===== src/rtl/dbg_mbx_pkg.sv =====
package dbg_mbx_pkg;
  typedef enum logic [1:0] {
    CS_EXEC  = 2'b00,
    CS_WAIT  = 2'b01,
    CS_BUS   = 2'b10,
    CS_DEBUG = 2'b11
  } core_state_e;

  localparam logic [1:0] A_RX_LO  = 2'd0;
  localparam logic [1:0] A_RX_HI  = 2'd1;
  localparam logic [1:0] A_STATUS = 2'd2;
  localparam logic [1:0] A_TX_LO  = 2'd0;
  localparam logic [1:0] A_TX_HI  = 2'd1;
endpackage


===== src/rtl/mbx_rx.sv =====
module mbx_rx #(
  parameter int HW = 16
) (
  input  logic            clk,
  input  logic            rst,
  input  logic            h_wr_done,
  input  logic [2*HW-1:0] h_data,
  input  logic            rd_hi,
  output logic            full,
  output logic [2*HW-1:0] word
);
  logic take;
  assign take = h_wr_done && (!full || rd_hi);

  always_ff @(posedge clk) begin
    if (rst) begin
      full <= 1'b0;
      word <= '0;
    end else begin
      if (take) word <= h_data;
      if (h_wr_done)  full <= 1'b1;
      else if (rd_hi) full <= 1'b0;
    end
  end
endmodule


===== src/rtl/mbx_tx.sv =====
module mbx_tx #(
  parameter int HW = 16
) (
  input  logic            clk,
  input  logic            rst,
  input  logic            wr_lo,
  input  logic            wr_hi,
  input  logic [HW-1:0]   wdata,
  input  logic            h_rd_done,
  output logic            full,
  output logic [2*HW-1:0] word
);
  logic          accept;
  logic [HW-1:0] lo_stage;
  assign accept = !full || h_rd_done;

  always_ff @(posedge clk) begin
    if (rst) begin
      full     <= 1'b0;
      word     <= '0;
      lo_stage <= '0;
    end else begin
      if (wr_lo && accept) lo_stage <= wdata;
      if (wr_hi && accept) word <= {wdata, lo_stage};
      if (wr_hi && accept) full <= 1'b1;
      else if (h_rd_done)  full <= 1'b0;
    end
  end
endmodule


===== src/rtl/core_state_trk.sv =====
module core_state_trk
  import dbg_mbx_pkg::*;
(
  input  logic        clk,
  input  logic        rst,
  input  logic        dbg_active,
  input  logic        wait_stop,
  input  logic        bus_stall,
  input  logic        ext_disable,
  input  logic        exec_abort,
  input  logic        step_start,
  input  logic        capture,
  output core_state_e cstate,
  output logic        killed,
  output logic [1:0]  cap
);
  core_state_e next_state;

  always_comb begin
    if (bus_stall || ext_disable) next_state = CS_BUS;
    else if (dbg_active)          next_state = CS_DEBUG;
    else if (wait_stop)           next_state = CS_WAIT;
    else                          next_state = CS_EXEC;
  end

  always_ff @(posedge clk) begin
    if (rst) begin
      cstate <= CS_EXEC;
      killed <= 1'b0;
      cap    <= 2'b00;
    end else begin
      cstate <= next_state;
      if (exec_abort)      killed <= 1'b1;
      else if (step_start) killed <= 1'b0;
      if (capture) cap <= cstate;
    end
  end
endmodule


===== src/rtl/dbg_mailbox.sv =====
module dbg_mailbox
  import dbg_mbx_pkg::*;
#(
  parameter int HW     = 16,
  parameter int STAT_W = 32
) (
  input  logic              clk,
  input  logic              rst,
  input  logic [2*HW-1:0]   h_rx_data,
  input  logic              h_rx_wr_done,
  output logic [2*HW-1:0]   h_tx_data,
  input  logic              h_tx_rd_done,
  input  logic              h_capture,
  output logic [1:0]        h_state_cap,
  input  logic              c_rd,
  input  logic              c_wr,
  input  logic [1:0]        c_addr,
  input  logic [HW-1:0]     c_wdata,
  output logic [STAT_W-1:0] c_rdata,
  input  logic              dbg_active,
  input  logic              wait_stop,
  input  logic              bus_stall,
  input  logic              ext_disable,
  input  logic              exec_abort,
  input  logic              step_start
);
  localparam int POS_KILL = STAT_W - 4;
  localparam int POS_RX   = STAT_W - 5;
  localparam int POS_TX   = STAT_W - 6;
  localparam int PAD_W    = STAT_W - HW;

  logic            rd_rx_hi, wr_tx_lo, wr_tx_hi;
  logic            rx_full, tx_full, killed;
  logic [2*HW-1:0] rx_word;
  core_state_e     cstate;
  logic [STAT_W-1:0] status;

  assign rd_rx_hi = c_rd && (c_addr == A_RX_HI);
  assign wr_tx_lo = c_wr && (c_addr == A_TX_LO);
  assign wr_tx_hi = c_wr && (c_addr == A_TX_HI);

  mbx_rx #(.HW(HW)) u_rx (
    .clk(clk), .rst(rst), .h_wr_done(h_rx_wr_done), .h_data(h_rx_data),
    .rd_hi(rd_rx_hi), .full(rx_full), .word(rx_word)
  );

  mbx_tx #(.HW(HW)) u_tx (
    .clk(clk), .rst(rst), .wr_lo(wr_tx_lo), .wr_hi(wr_tx_hi), .wdata(c_wdata),
    .h_rd_done(h_tx_rd_done), .full(tx_full), .word(h_tx_data)
  );

  core_state_trk u_state (
    .clk(clk), .rst(rst), .dbg_active(dbg_active), .wait_stop(wait_stop),
    .bus_stall(bus_stall), .ext_disable(ext_disable), .exec_abort(exec_abort),
    .step_start(step_start), .capture(h_capture), .cstate(cstate),
    .killed(killed), .cap(h_state_cap)
  );

  always_comb begin
    status                  = '0;
    status[STAT_W-1 -: 2]   = cstate;
    status[POS_KILL]        = killed;
    status[POS_RX]          = rx_full;
    status[POS_TX]          = tx_full;
  end

  always_ff @(posedge clk) begin
    if (rst) begin
      c_rdata <= '0;
    end else if (c_rd) begin
      case (c_addr)
        A_RX_LO:  c_rdata <= {{PAD_W{1'b0}}, rx_word[HW-1:0]};
        A_RX_HI:  c_rdata <= {{PAD_W{1'b0}}, rx_word[2*HW-1:HW]};
        A_STATUS: c_rdata <= status;
        default:  c_rdata <= '0;
      endcase
    end
  end
endmodule


===== config.mk =====
export PLATFORM = sky130hd
export DESIGN_NAME = dbg_mailbox
export DESIGN_NICKNAME = d
export VERILOG_FILES = /design/src/rtl/dbg_mbx_pkg.sv /design/src/rtl/mbx_rx.sv /design/src/rtl/mbx_tx.sv /design/src/rtl/core_state_trk.sv /design/src/rtl/dbg_mailbox.sv
export SDC_FILE = /design/constraint.sdc
export NUM_CORES = 1
export LEC_CHECK = 0
export BUFFER_PORTS_ARGS = -buffer_cell sky130_fd_sc_hd__buf_4
export CAP_MARGIN = 10
export CORE_ASPECT_RATIO = 0.7
export CORE_UTILIZATION = 56
export CTS_CLUSTER_DIAMETER = 30
export DETAILED_ROUTE_END_ITERATION = 10
export PLACE_DENSITY_LB_ADDON = 0.25
export SLEW_MARGIN = 20
export SYNTH_ARGS = -nofsm -noshare
export SYNTH_HDL_FRONTEND = slang
export SYNTH_HIERARCHICAL = 1
export SYNTH_SLANG_ARGS = --single-unit

===== constraint.sdc =====
create_clock -name clk -period 3.55 [get_ports clk]
set_input_delay 0.1775 -clock clk [delete_from_list [all_inputs] [get_ports clk]]
set_output_delay 0.1775 -clock clk [all_outputs]
set_load 0.01 [all_outputs]

==> results by group <==
Floorplanning
  • CORE AREA: 8010 um^2
  • I/O pin cnt: 129
  • Chip width: 112 um
  • Die area: 8810 um^2
  • Die Span Y: 78.8 um
  • Initial core utilization: 0.590
  • Std cell rows: 27

Finish
  • Final core utilization: 0.722
  • Most common cell after layout, fill and taps aside: nand2b_1
  • Final #Nets: 595
  • N_diodes: 0
  • Filler cell count: 601
  • Multi-input logic area: 2300 um^2
  • Most frequent cells in the layout: 134 x nand2b_1, 118 x buf_4, 108 x dfxtp_1
  • Syn-to-layout area delta: 22.4%
  • Ratio of cells with drive above 1 in the final layout: 0.282
  • Seq. cell area: 2160 um^2

Global routing
  • GRT Residual Overflow: 0
  • Largest net degree at the start of global routing: 143
  • Global-route wire length before repair: 14,900 um
  • Global Route Usage Sum: 0.216
  • Antenna violations before repair: 0
  • Vias in the first global route: 3,115

Critical path
  • Ordered cell list for the critical path: buf_4, or3b_1, o2bb2ai_1
  • Critical Path AT: 1890 ps
  • Setup crit end kind: flip-flop
  • R2R cell count: 3
  • Worst path bufs/invs: 1
  • CP Max Fanout: 142
  • Biggest cell delay along the critical path: 790 ps
  • Crit path depth: 3
  • Max stage delay cell, worst path: or3b_1
  • CP Class: in -> reg
  • CP delay by family, top: simple AND/OR/NAND/NOR gates
  • Worst endpoint required time: 3750 ps
  • Critical Path Start Type: input port

Place
  • GP Congestion: 0.739
  • Port Buffer Count: 117
  • Dpl hpwl: 6150 um

Clock network
  • TritonCTS buffer count: 9
  • Clock root buffer: clkbuf_16
  • CTS Buffer Depth: 2
  • Latest clock arrival within the worst-skew pair: 340 ps
  • Clk slew on worst S/H paths: 70 ps
  • CTS Sinks: 108
  • CTS tree: yes
  • H-tree Lvls: 3
  • Setup Fix Bufs, Post-CTS: 0

STA
  • Final hold slack: 65.7 ps
  • Least-Margin Pin Slew: 994 ps
  • Max Slew Vio Count: 0
  • Final Hold Vio Count: 0
  • Headroom to the max-slew limit: 0.337
  • Fin crit share: 0.476
  • RSZ-0062 raised after global routing: false
  • Setup violations, final: 0
  • Clock Skew: 6.32 ps
  • Setup tns final: 0 ps
  • Tmin final: 1690 ps
  • Achievable frequency: 592 MHz

Routing
  • DR DRC count: 10
  • Drt pass-1 iters: 8
  • Final wirelength: 9320 um
  • Wire per inst: 14.6 um
  • Vias: 3,220
  • Routed Antenna Nets: 0
  • DRT iter0 DRCs: 150
  • Via/cell ratio: 5.05

Synthesis
  • FFs w/ async S/R, synth: 0
  • Synth Area per Inst: 11.0 um^2
  • Cell Area, Synth: 4720 um^2
  • Post-Synthesis Cells: 431
  • EDFF count, synth: 0
  • Library cells used by synthesis: 28
  • Total number of yosys warnings: 6
  • Sequential area share after synthesis: 0.458
  • Prevailing post-synth register cell: dfxtp_1
  • Yosys reg bits: 108

Hold path
  • Hold Crit Class: in -> reg
  • Number of stages on the worst hold path: 3

Power
  • Total Power: 2.48 mW
  • P_leak: 2.49 nW
  • Max rail drop VDD: 0.000339 V
  • Power density over the cells: 429 nW/um^2

Flow run
  • Max-cap violations: 0

Status
  • Status: complete, but fails checks
  • Violated checks: DRC
-- Yosys cell counts (2+ instances only) --
cell type | number | share of area
buf_4 | 11 | 0.017
inv_1 | 3 | 0.0024
o2bb2ai_1 | 6 | 0.011
a21oi_1 | 8 | 0.0085
buf_2 | 5 | 0.0053
mux2i_1 | 98 | 0.21
clkbuf_1 | 14 | 0.011
buf_8 | 3 | 0.0095
nand4b_1 | 5 | 0.0093
nor2_1 | 6 | 0.0048
dfxtp_1 | 108 | 0.46
and3b_2 | 2 | 0.0042
buf_6 | 6 | 0.014
nand2b_1 | 134 | 0.18
o2bb2ai_2 | 9 | 0.029
-- metal layers --
| layer | GRT usage | wire length (um) | part of all wire |
|---|---|---|---|
| met1 | 0.265 | 4280 | 0.46 |
| met2 | 0.366 | 4470 | 0.48 |
| met3 | 0.0603 | 494 | 0.053 |
| met4 | 0.0730 | 80 | 0.0086 |
| met5 | 0 | 0 | 0 |
-- metrics by stage --
stage	setup WS [ps]	instances	instance area [um^2]
2_1_floorplan	2220	441	4760
3_3_place_gp	1570	620	5480
3_5_place_dp	1450	620	5480
4_1_cts	1830	637	5780
5_1_grt	1640	637	5780
6_report	1860	637	5780
-- power by group --
part           internal [mW]  leakage [nW]  switching (mW)  total, mW
Sequential              1.26         0.880          0.0264       1.29
Clock                  0.507         0.133           0.419      0.927
Combinational          0.144          1.48           0.122      0.267
-- sequential cells by signal, indices dropped and copies added (netlist names) --
name            count
u_tx/lo_stage      16
u_rx/word          32
u_tx/word          32
u_rx/full           1
c_rdata            21
u_state/cstate      2
u_state/killed      1
u_tx/full           1
u_state/cap         2
-- area by class of cell --
cell class | count | area share
Clock buffer | 11 | 0.0437
Clock inverter | 4 | 0.00433
Inverter | 3 | 0.00195
Multi-Input combinational cell | 290 | 0.397
Sequential cell | 108 | 0.374
Tap cell | 101 | 0.0219
Timing Repair Buffer | 120 | 0.157
-- worst paths after layout --
check                                   from            to  slack [ps]
worst max register to register     u_rx/full  u_rx/word[2]        2080
worst min register to register  u_rx/word[7]  u_rx/word[7]         470
worst max-delay path                     rst    c_rdata[0]        1860
worst min-delay path            h_rx_wr_done     u_rx/full          70
-- worst reg2reg max path, stage by stage, from the launching register on --
cell      delay (ps)
dfxtp_1          350
a21boi_4         320
buf_4            470
mux2i_1          260
-- repair_timing --
action,CTS,global route
hold buffers,2,0
resized for setup,0,0
hold endpoints to repair,1,0
-- logic make-up (layout without fill, tap and decap cells) --
| group | Yosys count | count (layout) | synth area share |
|---|---|---|---|
| and+or+nand+nor | 156 | 156 | 0.211 |
| muxes | 98 | 98 | 0.208 |
| buffers and inverters | 43 | 138 | 0.0644 |
| other | 1 | 11 | 0.000794 |
| DFF | 108 | 108 | 0.458 |
| AOI/OAI and AO/OA | 25 | 25 | 0.0580 |
Note: power is estimated with default switching activity, not from simulation.
